[config.mk]
export PLATFORM = sky130hd
export DESIGN_NAME = i2cmem_slave
export DESIGN_NICKNAME = d
export VERILOG_FILES = /design/src/rtl/i2cmem_pkg.sv /design/src/rtl/i2cmem_line_sync.sv /design/src/rtl/i2cmem_dev_decode.sv /design/src/rtl/i2cmem_ptr.sv /design/src/rtl/i2cmem_slave.sv
export SDC_FILE = /design/constraint.sdc
export NUM_CORES = 1
export LEC_CHECK = 0
export CORE_ASPECT_RATIO = 0.75
export CORE_MARGIN = 2
export CORE_UTILIZATION = 59
export CTS_BUF_LIST = sky130_fd_sc_hd__clkbuf_8
export CTS_CLUSTER_DIAMETER = 50
export DETAILED_ROUTE_END_ITERATION = 12
export PLACE_DENSITY = 0.83
export SYNTH_ARGS = -nofsm -noshare
export SYNTH_HDL_FRONTEND = slang
export SYNTH_HIERARCHICAL = 1
export SYNTH_SLANG_ARGS = --single-unit
[constraint.sdc]
create_clock -name clk -period 3.2 [get_ports clk]
set_clock_uncertainty 0.2 [all_clocks]
set_input_delay 0.96 -clock clk [delete_from_list [all_inputs] [get_ports clk]]
set_output_delay 0.96 -clock clk [all_outputs]
set_load 0.05 [all_outputs]
[src/rtl/i2cmem_pkg.sv]
package i2cmem_pkg;

  typedef enum logic [3:0] {
    ST_IDLE,
    ST_DEV,
    ST_DEV_ACK,
    ST_WORD,
    ST_WORD_ACK,
    ST_WDATA,
    ST_WDATA_ACK,
    ST_RDATA,
    ST_RACK,
    ST_RNEXT,
    ST_HOLD
  } eng_state_t;

  localparam logic [3:0] DEV_TYPE = 4'b1010;

  // Device byte matches when the type nibble is right and every select
  // bit that is not an array address bit equals its strap.
  function automatic logic dev_match(input logic [7:0] b,
                                     input logic [2:0] strap,
                                     input int n_upper);
    logic ok;
    ok = (b[7:4] == DEV_TYPE);
    for (int i = 0; i < 3; i++) begin
      if (i >= n_upper && b[i+1] != strap[i]) ok = 1'b0;
    end
    return ok;
  endfunction

  // Upper address bits from the device byte joined with the word byte.
  function automatic logic [15:0] join_addr(input logic [2:0] upper,
                                            input logic [7:0] word);
    return {5'b0, upper, word};
  endfunction

  // Advance only the low pw bits, keeping the page number.
  function automatic logic [15:0] page_inc(input logic [15:0] a,
                                           input int pw);
    logic [15:0] m;
    m = 16'((32'd1 << pw) - 32'd1);
    return (a & ~m) | ((a + 16'd1) & m);
  endfunction

endpackage

[src/rtl/i2cmem_line_sync.sv]
module i2cmem_line_sync #(
  parameter int SYNC_STAGES = 2
) (
  input  logic clk,
  input  logic rst_n,
  input  logic scl_i,
  input  logic sda_i,
  output logic scl_s,
  output logic sda_s,
  output logic scl_rise,
  output logic scl_fall,
  output logic start_ev,
  output logic stop_ev
);
  localparam int MSB = SYNC_STAGES - 1;

  logic [MSB:0] scl_pipe;
  logic [MSB:0] sda_pipe;
  logic scl_q, sda_q;

  generate
    if (SYNC_STAGES == 1) begin : g_one
      always_ff @(posedge clk or negedge rst_n) begin
        if (!rst_n) begin
          scl_pipe <= '1;
          sda_pipe <= '1;
        end else begin
          scl_pipe <= scl_i;
          sda_pipe <= sda_i;
        end
      end
    end else begin : g_many
      always_ff @(posedge clk or negedge rst_n) begin
        if (!rst_n) begin
          scl_pipe <= '1;
          sda_pipe <= '1;
        end else begin
          scl_pipe <= {scl_pipe[MSB-1:0], scl_i};
          sda_pipe <= {sda_pipe[MSB-1:0], sda_i};
        end
      end
    end
  endgenerate

  always_ff @(posedge clk or negedge rst_n) begin
    if (!rst_n) begin
      scl_q <= 1'b1;
      sda_q <= 1'b1;
    end else begin
      scl_q <= scl_pipe[MSB];
      sda_q <= sda_pipe[MSB];
    end
  end

  assign scl_s    = scl_pipe[MSB];
  assign sda_s    = sda_pipe[MSB];
  assign scl_rise = scl_s & ~scl_q;
  assign scl_fall = ~scl_s & scl_q;
  assign start_ev = scl_s & scl_q & sda_q & ~sda_s;
  assign stop_ev  = scl_s & scl_q & ~sda_q & sda_s;

endmodule

[src/rtl/i2cmem_dev_decode.sv]
module i2cmem_dev_decode #(
  parameter int ADDR_W = 9
) (
  input  logic [7:0] dev_byte,
  input  logic [2:0] strap_sel,
  output logic       hit,
  output logic       is_read,
  output logic [2:0] upper
);
  import i2cmem_pkg::*;
  localparam int N_UPPER = ADDR_W - 8;

  assign hit     = dev_match(dev_byte, strap_sel, N_UPPER);
  assign is_read = dev_byte[0];
  assign upper   = dev_byte[3:1];

endmodule

[src/rtl/i2cmem_ptr.sv]
module i2cmem_ptr #(
  parameter int ADDR_W = 9,
  parameter int PAGE_W = 4
) (
  input  logic              clk,
  input  logic              rst_n,
  input  logic              ld,
  input  logic [2:0]        ld_upper,
  input  logic [7:0]        ld_word,
  input  logic              inc_full,
  input  logic              inc_page,
  output logic [ADDR_W-1:0] ptr
);
  import i2cmem_pkg::*;
  localparam int PAD = 16 - ADDR_W;

  logic [15:0] joined, paged;

  assign joined = join_addr(ld_upper, ld_word);
  assign paged  = page_inc({{PAD{1'b0}}, ptr}, PAGE_W);

  always_ff @(posedge clk or negedge rst_n) begin
    if (!rst_n)        ptr <= '0;
    else if (ld)       ptr <= joined[ADDR_W-1:0];
    else if (inc_full) ptr <= ptr + 1'b1;
    else if (inc_page) ptr <= paged[ADDR_W-1:0];
  end

endmodule

[src/rtl/i2cmem_slave.sv]
module i2cmem_slave #(
  parameter int ADDR_W      = 9,
  parameter int PAGE_W      = 4,
  parameter int SYNC_STAGES = 2
) (
  input  logic              clk,
  input  logic              rst_n,
  input  logic              scl_i,
  input  logic              sda_i,
  output logic              sda_drive_low,
  input  logic [2:0]        strap_sel,
  input  logic              wp_i,
  input  logic              busy_i,
  output logic [ADDR_W-1:0] mem_addr,
  output logic              mem_wr_en,
  output logic [7:0]        mem_wdata,
  output logic              mem_rd_en,
  input  logic [7:0]        mem_rdata,
  output logic              commit_o
);
  import i2cmem_pkg::*;

  localparam logic [3:0] BITS_PER_BYTE = 4'd8;
  localparam logic [3:0] LAST_TX_BIT   = 4'd7;

  eng_state_t state;
  logic scl_s, sda_s, scl_rise, scl_fall, start_ev, stop_ev;
  logic [7:0] shreg, txbyte, rdbuf;
  logic [3:0] bitcnt;
  logic ack_drive, is_read_q, wrote_any, rd_cap;
  logic [2:0] stash;
  logic dec_hit, dec_read;
  logic [2:0] dec_upper;
  logic [ADDR_W-1:0] ptr;

  // named events for the checker
  logic byte_done, ev_addr_ack, ptr_ld, ptr_inc_full, ptr_inc_page;

  i2cmem_line_sync #(.SYNC_STAGES(SYNC_STAGES)) u_sync (
    .clk(clk), .rst_n(rst_n), .scl_i(scl_i), .sda_i(sda_i),
    .scl_s(scl_s), .sda_s(sda_s), .scl_rise(scl_rise), .scl_fall(scl_fall),
    .start_ev(start_ev), .stop_ev(stop_ev)
  );

  i2cmem_dev_decode #(.ADDR_W(ADDR_W)) u_dec (
    .dev_byte(shreg), .strap_sel(strap_sel),
    .hit(dec_hit), .is_read(dec_read), .upper(dec_upper)
  );

  assign byte_done    = scl_fall && (bitcnt == BITS_PER_BYTE);
  assign ev_addr_ack  = (state == ST_DEV) && byte_done && dec_hit && !busy_i;
  assign ptr_ld       = (state == ST_WORD) && byte_done;
  assign ptr_inc_full = (ev_addr_ack && dec_read) ||
                        ((state == ST_RACK) && scl_rise && !sda_s);
  assign ptr_inc_page = (state == ST_WDATA) && byte_done && !wp_i;

  i2cmem_ptr #(.ADDR_W(ADDR_W), .PAGE_W(PAGE_W)) u_ptr (
    .clk(clk), .rst_n(rst_n),
    .ld(ptr_ld), .ld_upper(stash), .ld_word(shreg),
    .inc_full(ptr_inc_full), .inc_page(ptr_inc_page),
    .ptr(ptr)
  );

  assign sda_drive_low = (state == ST_RDATA) ? ~txbyte[7] : ack_drive;

  // storage port strobes and read capture
  always_ff @(posedge clk or negedge rst_n) begin
    if (!rst_n) begin
      mem_addr  <= '0;
      mem_wr_en <= 1'b0;
      mem_wdata <= '0;
      mem_rd_en <= 1'b0;
      rd_cap    <= 1'b0;
      rdbuf     <= '0;
    end else begin
      mem_wr_en <= ptr_inc_page;
      mem_rd_en <= ptr_inc_full;
      rd_cap    <= mem_rd_en;
      if (ptr_inc_full || ptr_inc_page) mem_addr <= ptr;
      if (ptr_inc_page) mem_wdata <= shreg;
      if (rd_cap) rdbuf <= mem_rdata;
    end
  end

  // protocol sequencer
  always_ff @(posedge clk or negedge rst_n) begin
    if (!rst_n) begin
      state     <= ST_IDLE;
      shreg     <= '0;
      txbyte    <= '0;
      bitcnt    <= '0;
      ack_drive <= 1'b0;
      is_read_q <= 1'b0;
      wrote_any <= 1'b0;
      stash     <= '0;
      commit_o  <= 1'b0;
    end else begin
      commit_o <= 1'b0;
      if (start_ev) begin
        state     <= ST_DEV;
        bitcnt    <= '0;
        ack_drive <= 1'b0;
        wrote_any <= 1'b0;
      end else if (stop_ev) begin
        state     <= ST_IDLE;
        ack_drive <= 1'b0;
        commit_o  <= wrote_any;
        wrote_any <= 1'b0;
      end else begin
        unique case (state)
          ST_DEV, ST_WORD, ST_WDATA: begin
            if (scl_rise && bitcnt < BITS_PER_BYTE) begin
              shreg  <= {shreg[6:0], sda_s};
              bitcnt <= bitcnt + 4'd1;
            end
            if (byte_done) begin
              if (state == ST_DEV) begin
                if (ev_addr_ack) begin
                  ack_drive <= 1'b1;
                  is_read_q <= dec_read;
                  state     <= ST_DEV_ACK;
                  if (!dec_read) stash <= dec_upper;
                end else begin
                  state <= ST_HOLD;
                end
              end else if (state == ST_WORD) begin
                ack_drive <= 1'b1;
                state     <= ST_WORD_ACK;
              end else if (wp_i) begin
                state <= ST_HOLD;
              end else begin
                ack_drive <= 1'b1;
                wrote_any <= 1'b1;
                state     <= ST_WDATA_ACK;
              end
            end
          end
          ST_DEV_ACK, ST_WORD_ACK, ST_WDATA_ACK: begin
            if (scl_fall) begin
              ack_drive <= 1'b0;
              bitcnt    <= '0;
              if (state == ST_DEV_ACK && is_read_q) begin
                txbyte <= rdbuf;
                state  <= ST_RDATA;
              end else if (state == ST_DEV_ACK) begin
                state <= ST_WORD;
              end else begin
                state <= ST_WDATA;
              end
            end
          end
          ST_RDATA: begin
            if (scl_fall) begin
              if (bitcnt == LAST_TX_BIT) begin
                bitcnt <= '0;
                state  <= ST_RACK;
              end else begin
                bitcnt <= bitcnt + 4'd1;
                txbyte <= {txbyte[6:0], 1'b0};
              end
            end
          end
          ST_RACK: begin
            if (scl_rise) state <= sda_s ? ST_HOLD : ST_RNEXT;
          end
          ST_RNEXT: begin
            if (scl_fall) begin
              txbyte <= rdbuf;
              bitcnt <= '0;
              state  <= ST_RDATA;
            end
          end
          default: ;
        endcase
      end
    end
  end

endmodule

==> Word-level counts from Yosys, hierarchy flattened <==
Index checks and enable logic that the tools add are counted.
{ "totals": {"ff_bits": 72, "input_bits": 17, "output_inout_bits": 21, "elab_cells": 161} }
{ "op_classes": {"n_addsub": 3, "order_cmp": 1, "eq_ne": 34, "mux": 52, "bitwise_logic": 16, "reduce_logical": 35} }
{ "op_table": {"columns": ["cell", "n"], "rows": [
  ["4-bit two-way mux", 18],
  ["8-bit two-way mux", 5],
  ["9-bit two-way mux", 3],
  ["8-bit one-hot mux with 3 select lines", 1],
  ["4-bit by 3-bit equality test with 1-bit output, second input constant", 5],
  ["4-bit != test, second input constant", 5],
  ["4-bit one-hot mux with 5 select lines", 1],
  ["1-bit two-way mux", 19],
  ["4-bit equality test, second input constant", 4],
  ["5-bit AND reduction", 3],
  ["7-bit AND reduction", 2],
  ["1-bit logical AND", 12],
  ["2-bit != test, second input constant", 6],
  ["3-bit != test, second input constant", 4],
  ["4-bit one-hot mux with 3 select lines", 1],
  ["3-bit nonzero test", 4],
  ["9-bit by 1-bit adder with 9-bit output, second input constant", 1],
  ["9-bit by 4-bit OR with 9-bit output", 1],
  ["4-bit by 1-bit adder with 4-bit output, second input constant", 2],
  ["4-bit by 2-bit equality test with 1-bit output, second input constant", 2],
  ["1-bit NOT", 8],
  ["8-bit AND reduction", 1],
  ["4-bit nonzero test", 2],
  ["1-bit AND", 7],
  ["17 further kinds", 24]
]} }

==> Longest topological paths before layout <==
{ "logic_depth": {"word_depth": 12, "mapped_depth": 8, "mapped_depth_nobuf": 8} }

==> Cells and area by module <==
Netlist, hierarchy kept.
{ "modules_own_cells": {"columns": ["mod", "instances", "cells_each", "area_per_inst_um2", "seq_area_each_um2"], "rows": [
  ["i2cmem_slave", 1, 241, 2909.0, 1476.4],
  ["i2cmem_ptr", 1, 52, 488.0, 225.2],
  ["i2cmem_line_sync", 1, 10, 190.2, 157.7],
  ["i2cmem_dev_decode", 1, 8, 63.8, 0.0]
]} }

==> Worst setup path before layout <==
No wires, ideal clock.
{ "synth_timing": {"path_kind": "reg-to-output", "start": "reg state[2]", "end": "out sda_drive_low", "arrival_time_ns": 2.153, "t_required_ns": 2.040, "path_slack_ns": -0.113, "stages_incl_launch_ff": 6, "n_path_buf": 2, "path_cell_list": "dfrtp_1 > buf_2 > and2b_1 > nand3_1 > clkbuf_1 > o21ai_0"} }
{ "synth_between": {"elab_chain_cells": 2} }
{ "synth_lines": {"columns": ["element", "line", "source"], "rows": [
  ["start: declaration", "i2cmem_slave.sv:26", "eng_state_t state;"],
  ["start signal: assignment", "i2cmem_slave.sv:164", "if (scl_rise) state <= sda_s ? ST_HOLD : ST_RNEXT;"],
  ["4-bit by 3-bit equality test with 1-bit output", "i2cmem_slave.sv:64", "assign sda_drive_low = (state == ST_RDATA) ? ~txbyte[7] : ack_drive;"],
  ["1-bit two-way mux", "i2cmem_slave.sv:64", null],
  ["end: declaration", "i2cmem_slave.sv:10", "output logic sda_drive_low,"]
]} }
Every way passes these cells.

==> Worst setup path after layout <==
{ "layout_timing": {"start": "in strap_sel[2]", "end": "reg u_ptr.ptr[7]"} }
{ "layout_between": {"elab_chain_cells": 8, "elab_cells_between_ends": 9, "classes_between": "eq/ne (1); mux (3); reduce/logical (5)"} }
{ "layout_lines": {"columns": ["element", "line", "source"], "rows": [
  ["start: declaration", "i2cmem_slave.sv:11", "input logic [2:0] strap_sel,"],
  ["1-bit != test *", "i2cmem_pkg.sv:27", "if (i >= n_upper && b[i+1] != strap[i]) ok = 1'b0;"],
  ["1-bit two-way mux *", "i2cmem_pkg.sv:27", null],
  ["net dec_hit", "i2cmem_slave.sv:32", "logic dec_hit, dec_read;"],
  ["1-bit logical AND * (2 in a row)", "i2cmem_slave.sv:51", "assign ev_addr_ack = (state == ST_DEV) && byte_done && dec_hit && !busy_i;"],
  ["1-bit logical AND *", "i2cmem_slave.sv:53", "assign ptr_inc_full = (ev_addr_ack && dec_read) ||"],
  ["1-bit logical OR *", "i2cmem_slave.sv:53", null],
  ["net ptr_inc_full", "i2cmem_slave.sv:37", "logic byte_done, ev_addr_ack, ptr_ld, ptr_inc_full, ptr_inc_page;"],
  ["9-bit two-way mux", "i2cmem_ptr.sv:25", "else if (inc_full) ptr <= ptr + 1'b1;"],
  ["9-bit two-way mux", "i2cmem_ptr.sv:24", "else if (ld) ptr <= joined[ADDR_W-1:0];"],
  ["end signal: assignment", "i2cmem_ptr.sv:24", null],
  ["end signal: assignment", "i2cmem_ptr.sv:25", null],
  ["end signal: assignment", "i2cmem_ptr.sv:26", "else if (inc_page) ptr <= paged[ADDR_W-1:0];"],
  ["end: declaration", "i2cmem_ptr.sv:12", "output logic [ADDR_W-1:0] ptr"]
]} }
The timed path passes the listed nets; every way through them passes the cells marked *.
A chain may end at the register's enable or synchronous reset.

==> results.toml <==
[clock_network]
cts-buffers-inserted = 9
htree_levels = 3
clock-root-buffer = "clkbuf_8"
hold_buffers = 0
clockBufferDepth = 2
clk_latency_ps = 360
clk_pin_slew_worst_paths_ps = 80
cts_tree = "yes"
numClockSinks = 72

[placed_design]
place_ws_ps = -271.6
postPlaceCellArea_sq_um = 4096
post-dp-hpwl_mm = 5.144
placed_cells = 420
portBuffers = 36
place_congestion = 0.9237

[worst_setup_path]
critical_path.max_fanout = 5
r2r_slack_ps = 430
worstRegToRegCells = 7
crit_path_end_kind = "flip-flop"
startpoint = "strap_sel[2]"
crit_end = "u_ptr/ptr[7]$_DFFE_PN0P_"
crit_type = "input port to flip-flop"
r2r_end = "u_ptr/ptr[7]$_DFFE_PN0P_"
cp.required_ps = 3280
cp-start-kind = "input port"
worstPathArrival_ps = 3160
crit-reg2reg-launch = "u_sync/scl_q$_DFF_PN1_"

[grt]
grtUsageTotal = 0.2534
grt_first_pass_wirelength_mm = 13.01
overflow = 0
antenna_found_initial = 0
grt_max_degree = 73
grt_pass1_vias = 2626

[sta]
worstMarginPinSlew_ps = 714.7
setup_slack_ps = 123.8
clock.fmax_mhz = 325.1
hold_slack_ps = 158.1
rsz0062_at_grt = "no"
slew_headroom = 0.5214
finalCritPeriodShare = 0.9613
slew_violations = 0
setup_viol = 0
min_period_ps = 3076
finalHoldViolations = 0

[die]
num_io_pins = 38
die_x_microns = 93.74
core-area_sq_um = 5826
die-area_sq_um = 6684
die_y_microns = 71.31
std_cell_rows = 24
start_util = 0.6117

[logic_synthesis]
yosys_warnings = 6
synth.avg_cell_area_sq_um = 11.68
syn_inst = 305
syn-num-nets = 325
synth_area_sq_um = 3563

[route]
drt-initial-drc-count = 156
wire_per_inst_microns = 17.36
drc_errors = 0
wl_mm = 7.567
dr.pass1.iters = 5
viasPerCell = 6.028
vias = 2628
final_antenna_net_count = 0

[final_layout]
antenna_cells = 0
fin_cells = 436
drive_above_1_share = 0.2570
nNetsFinal = 373
area_delta_synth_final_pct = 21.10
fin_area_sq_um = 4315
fillers = 404
fin_util = 0.7408

[power_and_ir_drop]
powerDensity_nw_per_um2 = 836.6
ir_drop_mv = 0.4702
p_leak_nw = 1.878

[outcome]
status = "finished clean"

[worst_hold_path]
hold_path_class = "flip-flop to flip-flop"
hold_depth = 0

[job]
maxCapViolCount = 0
==> layout by cell type (no fill, tap or decap), drive strengths merged, types with 3 or more instances in the layout <==
cell type      instances
or2                    3
nor2                  17
o21ai                 19
ha                     3
inv                   10
mux2i                  4
nand3b                 3
clkbuf                10
clkdlybuf4s50         34
nor4                   3
nor2b                  6
xor2                   6
nand3                  5
dfrtp                 66
a31oi                  3
mux2                  48
o21a                   3
o211ai                 4
a21oi                  4
nand4                  4
a211oi                 6
nand2                 20
o31ai                  3
nor3                   6
dfstp                  6
buf                   19
==> registers in the layout, indices dropped and copies added (netlist names), 2 cells and up <==
| signal | cells |
|---|---|
| mem_wdata | 8 |
| bitcnt | 4 |
| mem_addr | 9 |
| state | 4 |
| shreg | 8 |
| u_ptr/ptr | 9 |
| txbyte | 8 |
| rdbuf | 8 |
| u_sync/scl_pipe | 2 |
| u_sync/sda_pipe | 2 |
==> how the worst min path moves through the flow <==
stage / endpoint / slack [ps] / startpoint
detailed placement: u_sync/sda_pipe[1]$_DFF_PN1_ / 150 / u_sync/sda_pipe[0]$_DFF_PN1_
CTS: u_sync/sda_pipe[1]$_DFF_PN1_ / 160 / u_sync/sda_pipe[0]$_DFF_PN1_
finish: u_sync/sda_pipe[1]$_DFF_PN1_ / 160 / u_sync/sda_pipe[0]$_DFF_PN1_
global route: u_sync/sda_pipe[1]$_DFF_PN1_ / 160 / u_sync/sda_pipe[0]$_DFF_PN1_
global placement: u_sync/sda_pipe[1]$_DFF_PN1_ / 150 / u_sync/sda_pipe[0]$_DFF_PN1_
floorplan: u_sync/scl_pipe[1]$_DFF_PN1_ / 150 / u_sync/scl_pipe[0]$_DFF_PN1_
==> metal layers <==
layer  vias to the layer above  part of all wire  GRT usage
met3                        10             0.065    0.06309
li1                       1224                 -          -
met2                       100              0.44     0.3690
met1                      1294              0.48     0.3746
met4                         0             0.012    0.08857
met5                         -                 0          0
==> critical path, cell delays in order <==
cell and delay, ps:
clkdlybuf4s50_1 410, xor2_1 160, nor3_1 320, nor4bb_4 280
a22o_1 280, nand4_2 160, or4_1 430, a31oi_1 170
==> timing repair <==
action / CTS / global route
buffers inserted: 0 / 0
endpoints found under the setup margin: 0 / 1
resized for setup: 0 / 1
==> per-stage QoR <==
stage / TNS [ps] / total power, mW
floorplan: 0 / 2.410
global placement: -2711 / 2.781
detailed placement: -3308 / 2.842
CTS: 0 / 3.612
global route: 0 / 3.834
finish: 0 / 3.610
==> layout make-up <==
cell class,count,area (sq um),area share
Sequential cell,72,1809,0.4193
Multi-Input combinational cell,210,1654,0.3833
Timing Repair Buffer,53,518.0,0.1200
Clock buffer,10,137.6,0.03189
Tap cell,78,97.59,0.02262
Clock inverter,6,72.57,0.01682
Inverter,7,26.28,0.006089
==> where the power goes <==
group	internal (mW)	switching, mW	total [mW]
clock network	0.391	0.370	0.761
registers	1.17	0.285	1.45
logic	0.635	0.763	1.40
total	2.19	1.42	3.61
No activity file was read; power rests on OpenSTA's default activity.
